$ cat src/rtl/fcw_pkg.sv
package fcw_pkg;
    localparam int W = 16;

    // register window offsets
    localparam logic [7:0] OFS_Q0     = 8'h00;
    localparam logic [7:0] OFS_Q1     = 8'h02;
    localparam logic [7:0] OFS_Q2     = 8'h04;
    localparam logic [7:0] OFS_Q3     = 8'h06;
    localparam logic [7:0] OFS_MFR    = 8'h20;
    localparam logic [7:0] OFS_DEV    = 8'h22;
    localparam logic [7:0] OFS_BUFLOC = 8'h40;
    localparam logic [7:0] OFS_BUFSZ  = 8'h42;
    localparam logic [7:0] OFS_CMD    = 8'h80;
    localparam logic [7:0] OFS_DATA   = 8'h84;
    localparam logic [7:0] OFS_ALO    = 8'h88;
    localparam logic [7:0] OFS_AHI    = 8'h8A;
    localparam logic [7:0] OFS_CLO    = 8'h90;
    localparam logic [7:0] OFS_CHI    = 8'h92;
    localparam logic [7:0] OFS_GO     = 8'hC0;
    localparam logic [7:0] OFS_BCLR   = 8'hC4;
    localparam logic [7:0] OFS_PAUSE  = 8'hC8;
    localparam logic [7:0] OFS_STAT   = 8'hCC;

    // command codes
    localparam logic [W-1:0] OP_WPROG  = 16'h0041;
    localparam logic [W-1:0] OP_BPROG  = 16'h00E9;
    localparam logic [W-1:0] OP_ERASE  = 16'h0020;
    localparam logic [W-1:0] OP_LOCK   = 16'h0061;
    localparam logic [W-1:0] OP_UNLOCK = 16'h0062;
    localparam logic [W-1:0] OP_LKRD   = 16'h0065;
    localparam logic [W-1:0] OP_QUERY  = 16'h0098;
    localparam logic [W-1:0] OP_OTPRD  = 16'h0097;
    localparam logic [W-1:0] OP_OTPWR  = 16'h00C0;
    localparam logic [W-1:0] OP_RESUME = 16'h00D0;

    localparam logic [W-1:0] KEY_ONE   = 16'h0001;

    // status layout
    localparam int SB_PROT  = 1;
    localparam int SB_PSUSP = 2;
    localparam int SB_VLOW  = 3;
    localparam int SB_PERR  = 4;
    localparam int SB_EERR  = 5;
    localparam int SB_ESUSP = 6;
    localparam int SB_RDY   = 7;
    localparam int SB_RGN   = 8;
    localparam int SB_AOF   = 12;
    localparam int SB_AVAIL = 15;
    localparam logic [W-1:0] CLR_MASK = 16'h133A;

    typedef struct packed {
        logic       prot;
        logic       vlow;
        logic       perr;
        logic       eerr;
        logic       aof;
        logic [1:0] rgn;
    } fault_t;
endpackage

$ cat src/rtl/fcw_params.sv
module fcw_params
    import fcw_pkg::*;
#(
    parameter int AW        = 8,
    parameter int BUF_WORDS = 8,
    localparam int FILL_W   = $clog2(BUF_WORDS + 1)
) (
    input  logic              clk,
    input  logic              rst_n,
    input  logic              wr_en,
    input  logic [AW-1:0]     addr,
    input  logic [W-1:0]      wdata,
    input  logic              busy,
    input  logic              res_we,
    input  logic [W-1:0]      res,
    input  logic              buf_use,
    output logic [W-1:0]      cmd_o,
    output logic [W-1:0]      data_o,
    output logic [W-1:0]      alo_o,
    output logic [W-1:0]      ahi_o,
    output logic [W-1:0]      clo_o,
    output logic [W-1:0]      chi_o,
    output logic [FILL_W-1:0] fill_o
);
    typedef struct packed {
        logic [W-1:0]      cmd;
        logic [W-1:0]      data;
        logic [W-1:0]      alo;
        logic [W-1:0]      ahi;
        logic [W-1:0]      clo;
        logic [W-1:0]      chi;
        logic [FILL_W-1:0] fill;
    } prm_t;

    prm_t st_d, st_q;
    logic wr_ok;

    always_comb begin
        st_d  = st_q;
        wr_ok = wr_en && !busy;
        if (wr_ok) begin
            case (addr)
                AW'(OFS_CMD): st_d.cmd = wdata;
                AW'(OFS_ALO): st_d.alo = wdata;
                AW'(OFS_AHI): st_d.ahi = wdata;
                AW'(OFS_CLO): st_d.clo = wdata;
                AW'(OFS_CHI): st_d.chi = wdata;
                AW'(OFS_DATA): begin
                    st_d.data = wdata;
                    if (st_q.fill != FILL_W'(BUF_WORDS))
                        st_d.fill = st_q.fill + 1'b1;
                end
                AW'(OFS_BCLR): if (wdata == KEY_ONE) st_d.fill = '0;
                default: ;
            endcase
        end
        if (buf_use) st_d.fill = '0;
        if (res_we)  st_d.data = res;
    end

    always_ff @(posedge clk or negedge rst_n) begin
        if (!rst_n) st_q <= '0;
        else        st_q <= st_d;
    end

    assign cmd_o  = st_q.cmd;
    assign data_o = st_q.data;
    assign alo_o  = st_q.alo;
    assign ahi_o  = st_q.ahi;
    assign clo_o  = st_q.clo;
    assign chi_o  = st_q.chi;
    assign fill_o = st_q.fill;

    // parameter registers hold while a run is busy
    p_hold_busy_r2: assert property (@(posedge clk) disable iff (!rst_n)
        (busy && !res_we) |=> ($stable(alo_o) && $stable(ahi_o) && $stable(cmd_o)));

    // buffer fill never exceeds its depth
    p_fill_cap_r9: assert property (@(posedge clk) disable iff (!rst_n)
        fill_o <= FILL_W'(BUF_WORDS));
endmodule

$ cat src/rtl/fcw_engine.sv
module fcw_engine
    import fcw_pkg::*;
#(
    parameter int PROG_LAT   = 6,
    parameter int ERASE_LAT  = 10,
    parameter int NUM_BLOCKS = 8,
    parameter int BUF_WORDS  = 8,
    parameter logic [15:0] OTP_STUB = 16'h5A5A,
    localparam int BLK_W  = $clog2(NUM_BLOCKS),
    localparam int FILL_W = $clog2(BUF_WORDS + 1),
    localparam int MAXL   = (PROG_LAT > ERASE_LAT) ? PROG_LAT : ERASE_LAT,
    localparam int CNT_W  = $clog2(MAXL + 1)
) (
    input  logic              clk,
    input  logic              rst_n,
    input  logic              go,
    input  logic              pause,
    input  logic [W-1:0]      cmd,
    input  logic [BLK_W-1:0]  blk,
    input  logic              odd,
    input  logic [2*W-1:0]    count,
    input  logic [FILL_W-1:0] fill,
    input  logic              vpp_low,
    output logic              busy_o,
    output logic              susp_o,
    output logic              susp_erase_o,
    output fault_t            flt_o,
    output logic              res_we_o,
    output logic [W-1:0]      res_o,
    output logic              buf_use_o
);
    typedef struct packed {
        logic                  busy;
        logic                  susp;
        logic                  is_erase;
        logic [CNT_W-1:0]      cnt;
        logic [NUM_BLOCKS-1:0] locks;
        logic                  otp_done;
    } eng_t;

    eng_t st_d, st_q;
    logic locked, done, idle_go;

    always_comb begin
        st_d      = st_q;
        flt_o     = '0;
        res_we_o  = 1'b0;
        res_o     = '0;
        buf_use_o = 1'b0;
        locked    = st_q.locks[blk];
        done      = st_q.busy && (st_q.cnt == CNT_W'(1));
        idle_go   = go && !st_q.busy && !st_q.susp;

        if (st_q.busy) begin
            if (done) begin
                st_d.busy = 1'b0;
                st_d.cnt  = '0;
                if (vpp_low) begin
                    flt_o.vlow = 1'b1;
                    flt_o.eerr = st_q.is_erase;
                end
            end else if (pause) begin
                st_d.busy = 1'b0;
                st_d.susp = 1'b1;
            end else begin
                st_d.cnt = st_q.cnt - 1'b1;
            end
        end else if (go && st_q.susp) begin
            if (cmd == OP_RESUME) begin
                st_d.busy = 1'b1;
                st_d.susp = 1'b0;
            end
        end else if (idle_go) begin
            case (cmd)
                OP_WPROG: begin
                    if (locked)   flt_o.prot = 1'b1;
                    else if (odd) flt_o.rgn  = 2'b11;
                    else begin
                        st_d.busy = 1'b1; st_d.is_erase = 1'b0;
                        st_d.cnt  = CNT_W'(PROG_LAT);
                    end
                end
                OP_BPROG: begin
                    if (locked) flt_o.prot = 1'b1;
                    else if (count == '0 || count > (2*W)'(fill)) flt_o.perr = 1'b1;
                    else begin
                        st_d.busy = 1'b1; st_d.is_erase = 1'b0;
                        st_d.cnt  = CNT_W'(PROG_LAT);
                        buf_use_o = 1'b1;
                    end
                end
                OP_ERASE: begin
                    if (locked) flt_o.prot = 1'b1;
                    else begin
                        st_d.busy = 1'b1; st_d.is_erase = 1'b1;
                        st_d.cnt  = CNT_W'(ERASE_LAT);
                    end
                end
                OP_LOCK:   st_d.locks[blk] = 1'b1;
                OP_UNLOCK: st_d.locks[blk] = 1'b0;
                OP_LKRD: begin
                    res_we_o = 1'b1;
                    res_o    = W'(locked);
                end
                OP_QUERY: begin
                    res_we_o = 1'b1;
                    res_o    = W'(BUF_WORDS);
                end
                OP_OTPRD: begin
                    res_we_o = 1'b1;
                    res_o    = OTP_STUB;
                end
                OP_OTPWR: begin
                    if (st_q.otp_done) flt_o.aof = 1'b1;
                    else begin
                        st_d.otp_done = 1'b1;
                        st_d.busy = 1'b1; st_d.is_erase = 1'b0;
                        st_d.cnt  = CNT_W'(PROG_LAT);
                    end
                end
                default: ;
            endcase
        end
    end

    always_ff @(posedge clk or negedge rst_n) begin
        if (!rst_n) st_q <= '0;
        else        st_q <= st_d;
    end

    assign busy_o       = st_q.busy;
    assign susp_o       = st_q.susp;
    assign susp_erase_o = st_q.is_erase;

    // running and paused never overlap
    p_run_xor_pause_r10: assert property (@(posedge clk) disable iff (!rst_n)
        !(st_q.busy && st_q.susp));

    // a run always has cycles left on its timer
    p_timer_live_r4: assert property (@(posedge clk) disable iff (!rst_n)
        st_q.busy |-> st_q.cnt != '0);

    // protected launch never starts a run
    p_locked_stays_idle_r6: assert property (@(posedge clk) disable iff (!rst_n)
        (idle_go && locked && (cmd == OP_WPROG || cmd == OP_ERASE || cmd == OP_BPROG))
        |=> !st_q.busy);

    // launch during a run leaves the lock table alone
    p_busy_drop_r11: assert property (@(posedge clk) disable iff (!rst_n)
        (go && st_q.busy) |=> $stable(st_q.locks));

    // resume while paused restarts the run next cycle
    p_resume_r10: assert property (@(posedge clk) disable iff (!rst_n)
        (go && st_q.susp && cmd == OP_RESUME) |=> st_q.busy);
endmodule

$ cat src/rtl/fcw_status.sv
module fcw_status
    import fcw_pkg::*;
(
    input  logic         clk,
    input  logic         rst_n,
    input  logic         busy,
    input  logic         susp,
    input  logic         susp_erase,
    input  fault_t       flt,
    input  logic         rd_stat,
    output logic [W-1:0] stat_o
);
    logic [W-1:0] rc_d, rc_q, raise;

    always_comb begin
        raise               = '0;
        raise[SB_PROT]      = flt.prot;
        raise[SB_VLOW]      = flt.vlow;
        raise[SB_PERR]      = flt.perr;
        raise[SB_EERR]      = flt.eerr;
        raise[SB_AOF]       = flt.aof;
        raise[SB_RGN +: 2]  = flt.rgn;
        rc_d = (rd_stat ? (rc_q & ~CLR_MASK) : rc_q) | raise;

        stat_o            = rc_q;
        stat_o[SB_AVAIL]  = 1'b1;
        stat_o[SB_RDY]    = !busy;
        stat_o[SB_ESUSP]  = susp && susp_erase;
        stat_o[SB_PSUSP]  = susp && !susp_erase;
    end

    always_ff @(posedge clk or negedge rst_n) begin
        if (!rst_n) rc_q <= '0;
        else        rc_q <= rc_d & CLR_MASK;
    end

    // a status read with no new fault leaves no sticky bit
    p_read_clears_r7: assert property (@(posedge clk) disable iff (!rst_n)
        (rd_stat && flt == '0) |=> (rc_q == '0));

    // a fault on the clearing edge survives
    p_fault_wins_r7: assert property (@(posedge clk) disable iff (!rst_n)
        (rd_stat && flt.vlow) |=> rc_q[SB_VLOW]);

    // sticky bits persist without a read
    p_sticky_r7: assert property (@(posedge clk) disable iff (!rst_n)
        (!rd_stat && rc_q[SB_PROT]) |=> rc_q[SB_PROT]);
endmodule

$ cat src/rtl/flash_cmd_window.sv
module flash_cmd_window
    import fcw_pkg::*;
#(
    parameter int AW         = 8,
    parameter int PROG_LAT   = 6,
    parameter int ERASE_LAT  = 10,
    parameter int NUM_BLOCKS = 8,
    parameter int BLK_LSB    = 16,
    parameter int BUF_WORDS  = 8,
    parameter logic [15:0] MFR_ID   = 16'h0089,
    parameter logic [15:0] DEV_ID   = 16'h88B0,
    parameter logic [15:0] BUF_LOC  = 16'h0100,
    parameter logic [15:0] OTP_STUB = 16'h5A5A,
    localparam int BLK_W  = $clog2(NUM_BLOCKS),
    localparam int FILL_W = $clog2(BUF_WORDS + 1)
) (
    input  logic          clk,
    input  logic          rst_n,
    input  logic          wr_en,
    input  logic          rd_en,
    input  logic [AW-1:0] addr,
    input  logic [15:0]   wdata,
    input  logic          vpp_low,
    output logic [15:0]   rdata,
    output logic          rd_valid
);
    logic [W-1:0]      cmd, data, alo, ahi, clo, chi, stat, res;
    logic [FILL_W-1:0] fill;
    logic              busy, susp, susp_erase, res_we, buf_use;
    logic              go, pause, rd_stat;
    logic [2*W-1:0]    full_adr;
    fault_t            flt;

    typedef struct packed {
        logic         vld;
        logic [W-1:0] dat;
    } rd_t;
    rd_t rd_d, rd_q;

    assign go       = wr_en && addr == AW'(OFS_GO)    && wdata == KEY_ONE;
    assign pause    = wr_en && addr == AW'(OFS_PAUSE) && wdata == KEY_ONE;
    assign rd_stat  = rd_en && addr == AW'(OFS_STAT);
    assign full_adr = {ahi, alo};

    fcw_params #(.AW(AW), .BUF_WORDS(BUF_WORDS)) u_prm (
        .clk(clk), .rst_n(rst_n), .wr_en(wr_en), .addr(addr), .wdata(wdata),
        .busy(busy), .res_we(res_we), .res(res), .buf_use(buf_use),
        .cmd_o(cmd), .data_o(data), .alo_o(alo), .ahi_o(ahi),
        .clo_o(clo), .chi_o(chi), .fill_o(fill)
    );

    fcw_engine #(
        .PROG_LAT(PROG_LAT), .ERASE_LAT(ERASE_LAT), .NUM_BLOCKS(NUM_BLOCKS),
        .BUF_WORDS(BUF_WORDS), .OTP_STUB(OTP_STUB)
    ) u_eng (
        .clk(clk), .rst_n(rst_n), .go(go), .pause(pause), .cmd(cmd),
        .blk(full_adr[BLK_LSB +: BLK_W]), .odd(full_adr[0]),
        .count({chi, clo}), .fill(fill), .vpp_low(vpp_low),
        .busy_o(busy), .susp_o(susp), .susp_erase_o(susp_erase), .flt_o(flt),
        .res_we_o(res_we), .res_o(res), .buf_use_o(buf_use)
    );

    fcw_status u_sts (
        .clk(clk), .rst_n(rst_n), .busy(busy), .susp(susp),
        .susp_erase(susp_erase), .flt(flt), .rd_stat(rd_stat), .stat_o(stat)
    );

    always_comb begin
        rd_d.vld = rd_en;
        rd_d.dat = rd_q.dat;
        if (rd_en) begin
            case (addr)
                AW'(OFS_Q0):     rd_d.dat = 16'h0050;
                AW'(OFS_Q1):     rd_d.dat = 16'h0046;
                AW'(OFS_Q2):     rd_d.dat = 16'h004F;
                AW'(OFS_Q3):     rd_d.dat = 16'h0057;
                AW'(OFS_MFR):    rd_d.dat = MFR_ID;
                AW'(OFS_DEV):    rd_d.dat = DEV_ID;
                AW'(OFS_BUFLOC): rd_d.dat = BUF_LOC;
                AW'(OFS_BUFSZ):  rd_d.dat = W'(BUF_WORDS);
                AW'(OFS_CMD):    rd_d.dat = cmd;
                AW'(OFS_DATA):   rd_d.dat = data;
                AW'(OFS_ALO):    rd_d.dat = alo;
                AW'(OFS_AHI):    rd_d.dat = ahi;
                AW'(OFS_CLO):    rd_d.dat = clo;
                AW'(OFS_CHI):    rd_d.dat = chi;
                AW'(OFS_STAT):   rd_d.dat = stat;
                default:         rd_d.dat = '0;
            endcase
        end
    end

    always_ff @(posedge clk or negedge rst_n) begin
        if (!rst_n) rd_q <= '0;
        else        rd_q <= rd_d;
    end

    assign rdata    = rd_q.dat;
    assign rd_valid = rd_q.vld;

    // every read strobe yields valid data on the next cycle
    p_rd_latency_r1: assert property (@(posedge clk) disable iff (!rst_n)
        rd_en |=> rd_valid);

    // a non-key write to the launch register starts nothing
    p_bad_key_r3: assert property (@(posedge clk) disable iff (!rst_n)
        (wr_en && addr == AW'(OFS_GO) && wdata != KEY_ONE && !busy) |=> !busy);
endmodule

$ cat config.mk
export PLATFORM = sky130hd
export DESIGN_NAME = flash_cmd_window
export DESIGN_NICKNAME = d
export VERILOG_FILES = /design/src/rtl/fcw_pkg.sv /design/src/rtl/fcw_params.sv /design/src/rtl/fcw_engine.sv /design/src/rtl/fcw_status.sv /design/src/rtl/flash_cmd_window.sv
export SDC_FILE = /design/constraint.sdc
export NUM_CORES = 1
export LEC_CHECK = 0
export ABC_AREA = 1
export BUFFER_PORTS_ARGS = -buffer_cell sky130_fd_sc_hd__buf_2
export CORE_MARGIN = 2
export CORE_UTILIZATION = 45
export CTS_CLUSTER_DIAMETER = 100
export DETAILED_ROUTE_END_ITERATION = 16
export PLACE_DENSITY = 0.58
export SLEW_MARGIN = 40
export SYNTH_ARGS = -nofsm -noshare
export SYNTH_HDL_FRONTEND = slang
export SYNTH_SLANG_ARGS = --single-unit
$ cat constraint.sdc
create_clock -name clk -period 4 [get_ports clk]
set_input_delay 0 -clock clk [delete_from_list [all_inputs] [get_ports clk]]
set_output_delay 0 -clock clk [all_outputs]
set_load 0.1 [all_outputs]
=== Word level (Yosys, flattened, before mapping) ===
Index checks and enable logic that the tools add are counted.

* Add/sub/neg operators: 2
* Multipliers: 0
* Divide/modulo/power cells: 0
* Magnitude comparators: 3
* Eq/ne operators: 48
* Shift operators: 0
* Multiplexer cells: 83
* Bitwise logic cells: 6
* Reduce and logical (&&, ||, !) cells: 43

{| class="wikitable"
|+ Operator list
! kind !! number
|-
| one-hot mux 16 bit (15 select lines) || 1
|-
| 2-to-1 mux 16 bit || 9
|-
| 2-to-1 mux 84 bit || 1
|-
| equality test 16 x 8 -> 1 bit (second input constant) || 5
|-
| equality test 8 bit (second input constant) || 10
|-
| equality test 16 x 7 -> 1 bit (second input constant) || 4
|-
| one-hot mux 15 bit (3 select lines) || 1
|-
| 2-to-1 mux 1 bit || 41
|-
| 2-to-1 mux 13 bit || 3
|-
| > comparator 32 x 4 -> 1 bit || 1
|-
| zero test 32 bit || 1
|-
| 2-to-1 mux 5 bit || 6
|-
| 2-to-1 mux 4 bit || 6
|-
| != test 3 x 2 -> 1 bit (second input constant) || 7
|-
| one-hot mux 5 bit (4 select lines) || 1
|-
| AND reduction 10 bit || 2
|-
| equality test 16 x 1 -> 1 bit (second input constant) || 1
|-
| equality test 16 x 6 -> 1 bit (second input constant) || 1
|-
| equality test 8 x 3 -> 1 bit (second input constant) || 2
|-
| equality test 8 x 6 -> 1 bit (second input constant) || 2
|-
| equality test 8 x 7 -> 1 bit (second input constant) || 2
|-
| != test 2 bit (second input constant) || 8
|-
| one-hot mux 8 bit (2 select lines) || 1
|-
| AND reduction 4 bit || 4
|-
| other kinds (30) || 65
|}

* Register bits: 140
* Latch bits: 0
* RAM bits: 0
* Memory bits (read-only): 0
* Input port bits: 29
* Output and inout bits: 17
* Word-level logic and storage cells: 201
* Memories: 0

=== Logic depth before layout (Yosys ltp) ===
Gate-level depths: netlist of the first run.

* Word-level depth: 10
* Gate-level depth with buffers: 15
* Depth with buffers taken out: 15

=== By module ===
A second synthesis of the first run with hierarchy kept.

* Cells, all modules: 1,138
* Area, all modules: 8,289.2 µm²

{| class="wikitable"
|+ Modules (own cells, without submodules)
! module !! instances !! cells an instance !! area an instance (µm²) !! sequential area each (µm²)
|-
| fcw_params || 1 || 448 || 4,292.9 || 2,502.4
|-
| flash_cmd_window || 1 || 384 || 2,016.9 || 425.4
|-
| fcw_engine || 1 || 264 || 1,650.3 || 400.4
|-
| fcw_status || 1 || 42 || 329.1 || 175.2
|}

=== Least setup slack after synthesis of the first run ===
Ideal clock, no wire load.

* Path kind: register -> register
* From: reg u_prm.st_q (netlist bit u_prm.fill_o[3])
* To: reg u_eng.st_q[11] (netlist name)
* Arrival time: 1.583 ns
* Data required time: 3.883 ns
* Path slack: 2.300 ns
* Stages on the path, launching flop included: 16
* Cells stage by stage: dfrtp_1 > inv_1 > ha_1 > nand2_1 > inv_1 > nand3_1 > nor2_1 > nand2_1 > nand2_1 > nand2_1 > nand3_1 > nand2_1 > nor2_4 > nand3_2 > nand2_1 > nand2_1

* Word-level cells in the longest chain between the ends: 4

{| class="wikitable"
|+ Ends and longest elaborated chain
! item !! RTL line !! RTL
|-
| start: declaration || fcw_params.sv:35 || <nowiki>prm_t st_d, st_q;</nowiki>
|-
| start signal: assignment || fcw_params.sv:63 || <nowiki>else st_q <= st_d;</nowiki>
|-
| > comparator 32 x 4 -> 1 bit || fcw_engine.sv:85 || <nowiki>else if (count == '0 || count > (2*W)'(fill)) flt_o.perr = 1'b1;</nowiki>
|-
| logical OR 1 bit || fcw_engine.sv:85 ||
|-
| != test 3 x 2 -> 1 bit (no line) || -- ||
|-
| AND reduction 10 bit (no line) || -- ||
|-
| end signal: assignment || fcw_engine.sv:128 || <nowiki>else st_q <= st_d;</nowiki>
|-
| end: declaration || fcw_engine.sv:41 || <nowiki>eng_t st_d, st_q;</nowiki>
|}

Every way passes these cells.
A chain may end at the register's enable or synchronous reset.

==> results of run 1 <==
-- worst max-delay path by stage --
stage / from / end / depth (start not counted)
after CTS: u_prm.cmd_o[10]$_DFFE_PN0P_ / flop / 10
final: u_prm.cmd_o[13]$_DFFE_PN0P_ / flop / 10
after global routing: u_prm.cmd_o[9]$_DFFE_PN0P_ / flop / 10
after detailed placement: u_prm.cmd_o[10]$_DFFE_PN0P_ / flop / 10
after floorplan: u_prm.fill_o[3]$_DFFE_PN0P_ / u_eng.st_q[11]$_DFFE_PN0P_ / 15
after global placement: u_prm.cmd_o[10]$_DFFE_PN0P_ / flop / 10
-- cell usage in the layout (no fill, tap or decap), types with 13 or more instances in the layout --
cell,netlist,routed
nor2_1,84,83
nand2_2,9,13
inv_2,13,13
o21ai_1,23,23
a21oi_1,41,41
nor3_1,19,19
nand4_1,22,22
dfrtp_1,140,140
nand2_1,322,318
inv_1,123,123
o21ai_0,102,102
nand3_1,46,46
dlygate4sd3_1,0,18
buf_2,9,44
clkbuf_16,0,17
-- critical path: cells and delay by family, from the launching register on --
kind	cells	cell delay, ns
compound gates	2	0.30
buf+inv	2	0.15
simple gates	6	1.19
flops	1	0.40
-- power by group --
group / switching (mW) / total [mW] / leakage (nW) / internal [mW]
registers: 0.0382 / 1.50 / 1.82 / 1.46
logic: 0.229 / 0.322 / 2.36 / 0.0927
clock network: 0.682 / 1.70 / 0.299 / 1.01
total: 0.949 / 3.52 / 4.48 / 2.57
-- per-layer routing --
layer | share of wire, % | track usage (%) | up-vias
li1 | - | - | 3468
met1 | 43 | 35.8 | 3350
met2 | 47 | 43.1 | 206
met3 | 6.4 | 5.26 | 48
met4 | 3.1 | 10.4 | 0
met5 | 0 | 0 | -
-- stage by stage --
stage | worst slack [ns] | instances
3_5_place_dp | 1.60 | 1281
3_3_place_gp | 1.61 | 1281
6_report | 1.84 | 1331
4_1_cts | 1.58 | 1331
2_1_floorplan | 2.30 | 1042
5_1_grt | 1.62 | 1331
-- sequential cells by signal, summed over array words and instances, names as in the netlist, named ones only --
name,cells
u_prm.clo_o,16
u_prm.fill_o,4
u_eng.busy_o,1
u_sts.rc_q,7
u_prm.cmd_o,16
u_prm.alo_o,16
u_eng.susp_erase_o,1
u_prm.chi_o,16
rdata,16
u_prm.ahi_o,16
u_prm.data_o,16
rd_valid,1
u_eng.st_q,5
u_eng.susp_o,1
-- kinds of logic after synthesis --
kind of cell               Yosys count
DFF                                140
AOI/OAI and AO/OA                  190
xor gates and xnor gates             2
adders and majority gates            8
buffers and inverters              169
and+or+nand+nor                    533
-- timing repair --
action                                 in CTS  in global routing
buffers inserted                            0                  0
endpoints found under the hold margin     167                  0
hold buffers                               18                  0
-- cell type report --
cell class	instances	share of cell area, %
clock buffers	19	4.98
clock inverters	13	2.03
inverters	140	6.05
multi-input cells	733	39.5
flip-flops and latches	140	39.4
well taps	220	3.10
repair buffers	66	4.93
==> insert_results.sql, run 1 <==
INSERT INTO impl_metrics (metric_group, metric, value, unit) VALUES
('cts', 'clk-insertion-delay-late', '0.43', 'ns'),
('logic_synthesis', 'synth-seq-area-share', '45.6', '%'),
('detailed_routing', 'dr_total_vias', '7072', ''),
('grt', 'overflow', '0', ''),
('logic_synthesis', 'muxShareOfSynthArea', '0', '%'),
('cts', 'h-tree-depth', '4', ''),
('cts', 'clk_transition_reported_paths', '0.06', 'ns'),
('sta', 'final_min_period_over_clock_period', '54.1', '%'),
('logic_synthesis', 'synth_top_cell_area_share', '45.6', '%'),
('logic_synthesis', 'syn-instance-count', '1042', ''),
('logic_synthesis', 'synth_area_per_cell', '7.37', 'sq um'),
('sta', 'max_freq', '462', 'MHz'),
('run_status', 'status', 'finished, final reports clean', ''),
('floorplanning', 'dieHeight', '135', 'um'),
('logic_synthesis', 'ys.flop_type', 'dfrtp_1', ''),
('logic_synthesis', 'area_fraction_in_compound_gates_after_synthesis', '13.1', '%'),
('sta', 'finalSetupTns', '0', 'ns'),
('logic_synthesis', 'yosysUniqueCellTypes', '45', ''),
('worst_setup_path', 'path_cells', 'nor2_1 > nand2_1 > nor2_2 > nand4_2 > o21ai_1 > nand2_2 > inv_2 > nand2_1 > o21ai_1 > inv_1', ''),
('placed_design', 'port_buffers', '45', ''),
('worst_setup_path', 'timing.critical_path.required', '4.31', 'ns'),
('cts', 'cts_buffers', '17', ''),
('sta', 'timing.final.crit_period', '2.16', 'ns'),
('placed_design', 'detailedPlacementHpwl', '16700', 'um'),
('detailed_routing', 'drt_first_pass_iters', '6', ''),
('finish', 'area_delta_synth_final', '15.7', '%'),
('worst_setup_path', 'worstSetupEndpointType', 'flop', ''),
('grt', 'grt_antenna_before_repair', '0', ''),
('worst_setup_path', 'r2r_setup_slack', '1.84', 'ns'),
('floorplanning', 'design.core.area', '16600', 'sq um'),
('sta', 'final.hold.worst_slack', '0.0494', 'ns'),
('sta', 'setup_repair_after_global_routing_missed_its_margin', 'no', ''),
('logic_synthesis', 'synth.cell_area', '7680', 'sq um'),
('grt', 'grt_pass1_vias', '6707', ''),
('cts', 'clkSinkCount', '140', ''),
('hold_path', 'holdCritStartpoint', 'wdata[0]', ''),
('pwr', 'ir_worst_vdd', '0.326', 'mV'),
('worst_setup_path', 'critPathArrivalTime', '2.48', 'ns'),
('hold_path', 'hold_path_end', 'u_prm.chi_o[0]$_DFFE_PN0P_', ''),
('logic_synthesis', 'ys_top_cells_by_count', 'nand2_1 (322), dfrtp_1 (140), inv_1 (123), o21ai_0 (102), nor2_1 (84)', ''),
('logic_synthesis', 'synth_xor_area_share', '0.228', '%'),
('floorplanning', 'io_pins', '46', ''),
('detailed_routing', 'vias_per_cell', '5.31', ''),
('grt', 'global_route_wire_length_before_repair', '36800', 'um'),
('logic_synthesis', 'synthesized_flop_and_latch_total', '140', ''),
('hold_path', 'min_path_type', 'in2reg', ''),
('floorplanning', 'initial_utilization', '46.2', '%'),
('grt', 'global_route.usage.total', '26.8', '%'),
('logic_synthesis', 'postSynth.asyncResetShare', '100', '%'),
('worst_setup_path', 'rr_worst_depth', '10', ''),
('placed_design', 'gp_congestion', '0.887', ''),
('placed_design', 'placed_cell_area', '8080', 'sq um'),
('sta', 'max-slew-margin-rel', '50.3', '%'),
('finish', 'layout-drive-gt1-share', '12.0', '%'),
('detailed_routing', 'drt-total-wl', '23100', 'um'),
('hold_path', 'timing.hold.worst_path_depth', '3', ''),
('finish', 'final_area', '8890', 'sq um'),
('pwr', 'power.static_leakage', '4.48', 'nW'),
('finish', 'finalNetCount', '1135', ''),
('pwr', 'total_power', '3.52', 'mW'),
('worst_setup_path', 'r2r_start', 'u_prm.cmd_o[13]$_DFFE_PN0P_', ''),
('finish', 'fillerInstances', '1678', ''),
('logic_synthesis', 'synth_warnings', '0', ''),
('logic_synthesis', 'synth_top_cell_by_area', 'dfrtp_1', ''),
('sta', 'setup_viol', '0', ''),
('cts', 'cts_buffer_depth', '2', ''),
('pwr', 'power.density', '396', 'nW/um^2'),
('worst_setup_path', 'setup.worst_path.class', 'reg2reg', ''),
('logic_synthesis', 'most_used_standard_cell_by_instance_count_after_synthesis', 'nand2_1', ''),
('logic_synthesis', 'synth_top_family_by_area', 'simple AND/OR/NAND/NOR gates', ''),
('worst_setup_path', 'timing.critical_path.slowest_cell_delay', '0.43', 'ns');
(Power assumes the default switching activity.)
==> inputs of run 2 (changes only) <==
==> constraint.sdc (replaced) <==
create_clock -name clk -period 2 [get_ports clk]
set_input_delay 0 -clock clk [delete_from_list [all_inputs] [get_ports clk]]
set_output_delay 0 -clock clk [all_outputs]
set_load 0.1 [all_outputs]
==> run 2 against run 1 <==
Net effect: hold slack lost 0.033 ns; count of clock-buffer cells in the layout shrank 1; register-to-register slack lost 1.7 ns; combinational power grew 130%; sequential share of layout area shrank 2.0 points; via count grew 1.9%; worst setup slack lost 1.7 ns; maximum frequency grew 13%; first-iteration DRC count grew 2.4%; utilization grew 2.9 points; highest routed layer unchanged.
==> insert_results.sql, run 2 (same netlist as run 1, synthesis figures left out) <==
INSERT INTO impl_metrics (metric_group, metric, value, unit) VALUES
('floorplanning', 'design.core.area', '16600', 'sq um'),
('cts', 'clock_tree_from_tritoncts', 'built', ''),
('placed_design', 'placedCellCount', '1327', ''),
('sta', 'timing.final.crit_period', '1.91', 'ns'),
('run_status', 'status', 'finished, final reports clean', ''),
('pwr', 'p_sw_share', '27.9', '%'),
('placed_design', 'port_buffers', '45', ''),
('sta', 'worst_clock_skew', '0.00898', 'ns'),
('sta', 'final_min_period_over_clock_period', '95.4', '%'),
('pwr', 'ir_worst_vdd', '0.689', 'mV'),
('cts', 'clk_transition_reported_paths', '0.07', 'ns'),
('cts', 'clkSinkCount', '140', ''),
('pwr', 'power.static_leakage', '4.73', 'nW'),
('grt', 'global_route_wire_length_before_repair', '37000', 'um'),
('sta', 'worst_slack', '0.0916', 'ns'),
('pwr', 'pwr-share-comb', '10.6', '%'),
('finish', 'layout-drive-gt1-share', '17.5', '%'),
('worst_setup_path', 'setup.worst_path.class', 'reg2reg', ''),
('grt', 'grt_pass1_vias', '6856', ''),
('finish', 'area_delta_synth_final', '21.9', '%'),
('grt', 'globalRouteMet1Util', '36.3', '%'),
('cts', 'clock_tree.root_cell', 'clkbuf_16', ''),
('finish', 'diodes', '0', ''),
('detailed_routing', 'drc_violation_count_after_routing', '0', ''),
('sta', 'finalSetupTns', '0', 'ns'),
('worst_setup_path', 'worstSetupEndpointType', 'flop', ''),
('sta', 'max-slew-margin-rel', '60.2', '%'),
('grt', 'grt_start_max_net_pins', '58', ''),
('sta', 'tightest_slew', '0.597', 'ns'),
('cts', 'h-tree-depth', '4', ''),
('worst_setup_path', 'critical_path.startpoint_type', 'flop', ''),
('pwr', 'p_clk_share', '47.1', '%'),
('grt', 'grt_antenna_before_repair', '0', ''),
('floorplanning', 'die_w', '135', 'um'),
('sta', 'max_freq', '524', 'MHz'),
('worst_setup_path', 'timing.critical_path.required', '2.32', 'ns'),
('cts', 'cts_buffers', '17', ''),
('grt', 'global_route.usage.total', '26.8', '%'),
('placed_design', 'placed_cell_area', '8450', 'sq um'),
('worst_setup_path', 'path_cells', 'ha_4 > nand2_2 > inv_2 > nand3_2 > nor2_2 > nand2_1 > nand2_2 > nand2_4 > nand3_2 > nand2_2 > nor2_4 > nand3_4 > nand2_1 > nand2_1', ''),
('grt', 'groute.layer.met3.usage', '4.32', '%'),
('placed_design', 'worst_slack_placed', '0.0445', 'ns'),
('pwr', 'switching_power', '1.98', 'mW'),
('pwr', 'power.density', '756', 'nW/um^2'),
('finish', 'final_area', '9370', 'sq um'),
('sta', 'setup_viol', '0', ''),
('finish', 'layout.cells.most_common', 'nand2_1', ''),
('placed_design', 'detailedPlacementHpwl', '17600', 'um'),
('detailed_routing', 'detailedRoute.firstIterationViolations', '629', ''),
('pwr', 'part_of_the_total_power_dissipated_in_sequential_elements', '42.3', '%'),
('detailed_routing', 'dr_total_vias', '7203', ''),
('sta', 'setup_repair_after_global_routing_missed_its_margin', 'yes', ''),
('pwr', 'total_power', '7.08', 'mW'),
('detailed_routing', 'detail-route-antenna-nets', '0', ''),
('floorplanning', 'io_pins', '46', ''),
('finish', 'final_cell_count_no_fill', '1380', ''),
('placed_design', 'gp_congestion', '0.914', ''),
('job', 'drv_cap', '0', ''),
('detailed_routing', 'drt-total-wl', '23200', 'um'),
('sta', 'timing.final.max_slew_violations', '0', ''),
('finish', 'fillerInstances', '1580', ''),
('worst_setup_path', 'critPathArrivalTime', '2.23', 'ns'),
('finish', 'layout.cells.most_common_list', 'nand2_1 (316), dfrtp_1 (139), inv_1 (120)', ''),
('detailed_routing', 'vias_per_cell', '5.22', ''),
('worst_setup_path', 'r2r_setup_slack', '0.09', 'ns'),
('finish', 'final_core_utilization', '56.3', '%'),
('cts', 'clk-insertion-delay-late', '0.43', 'ns'),
('floorplanning', 'initial_utilization', '46.2', '%'),
('worst_setup_path', 'timing.critical_path.slowest_cell_delay', '0.43', 'ns'),
('floorplanning', 'fp-row-count', '47', ''),
('sta', 'finalHoldViolCount', '0', ''),
('detailed_routing', 'routedWlPerCell', '16.8', 'um'),
('grt', 'met2_usage', '42.9', '%'),
('grt', 'grt_most_used_layer', 'met2', ''),
('pwr', 'internal_power_component', '5.10', 'mW'),
('hold_path', 'min_path_type', 'in2reg', ''),
('sta', 'final.hold.worst_slack', '0.0163', 'ns'),
('cts', 'cts_buffer_depth', '2', ''),
('finish', 'finalNetCount', '1184', ''),
('grt', 'overflow', '0', ''),
('floorplanning', 'dieHeight', '135', 'um'),
('detailed_routing', 'drt_first_pass_iters', '5', ''),
('worst_setup_path', 'critical_path.slowest_cell', 'dfrtp_1', ''),
('worst_setup_path', 'timing.critical_path.fanout_max', '5', ''),
('floorplanning', 'floorplan.die_area', '18100', 'sq um');
==> run 2: cell count changes in the layout (fill, tap and decap cells not counted), sizes merged <==
cell | before | now
buf | 48 | 97
bufinv | 3 | 2
clkbuf | 19 | 18
clkinv | 4 | 2
clkinvlp | 2 | 1
inv | 144 | 149
==> run 2: timing repair <==
item                       CTS  global route
setup endpoints to repair    0             9
hold endpoints to repair   114             0
resized for setup            0            29
setup buffers                0             3
hold buffers                18             0
==> run 2: worst paths after layout <==
check	from	endpoint	depth (start not counted)
setup / recovery	u_prm.clo_o[3]$_DFFE_PN0P_	u_eng.st_q[11]$_DFFE_PN0P_	14
hold / removal	wdata[0]	u_prm.clo_o[0]$_DFFE_PN0P_	3
setup reg to reg	u_prm.clo_o[3]$_DFFE_PN0P_	u_eng.st_q[11]$_DFFE_PN0P_	14
hold reg to reg	rdata[4]$_DFFE_PN0P_	rdata[4]$_DFFE_PN0P_	2
max in group asynchronous	rst_n	u_eng.susp_erase_o$_DFFE_PN0P_	3
min in group asynchronous	rst_n	asynchronous set/reset pin	2
==> run 2: power groups by stage <==
stage	sequential (mW)	combinational [mW]	clock, mW
after floorplan	3.06	0.353	0
after detailed placement	3.04	0.669	0
final	2.99	0.750	3.34
after CTS	2.99	0.700	3.38
after global routing	3.00	0.837	3.50
after global placement	3.04	0.667	0
==> run 2: per-layer routing <==
metal	wire [um]	share of wire, %
met1	10400	45
met2	11000	47
met3	985	4.2
met4	833	3.6
met5	0	0
==> run 2: final cells by class <==
cell class / instances / area, sq um / area share [%]
Clock buffer: 18 / 439 / 4.69
Clock inverter: 14 / 171 / 1.83
Inverter: 140 / 538 / 5.74
Multi-Input combinational cell: 733 / 3600 / 38.4
Sequential cell: 140 / 3500 / 37.4
Tap cell: 220 / 275 / 2.94
Timing Repair Buffer: 115 / 843 / 9.00
==> run 2: worst max-delay path, delay by kind of cell, from the launching register on <==
kind          cells  cell delay, ns
flops             1            0.43
buf+inv           1            0.06
fa+ha+maj         1            0.29
simple gates     12            1.01
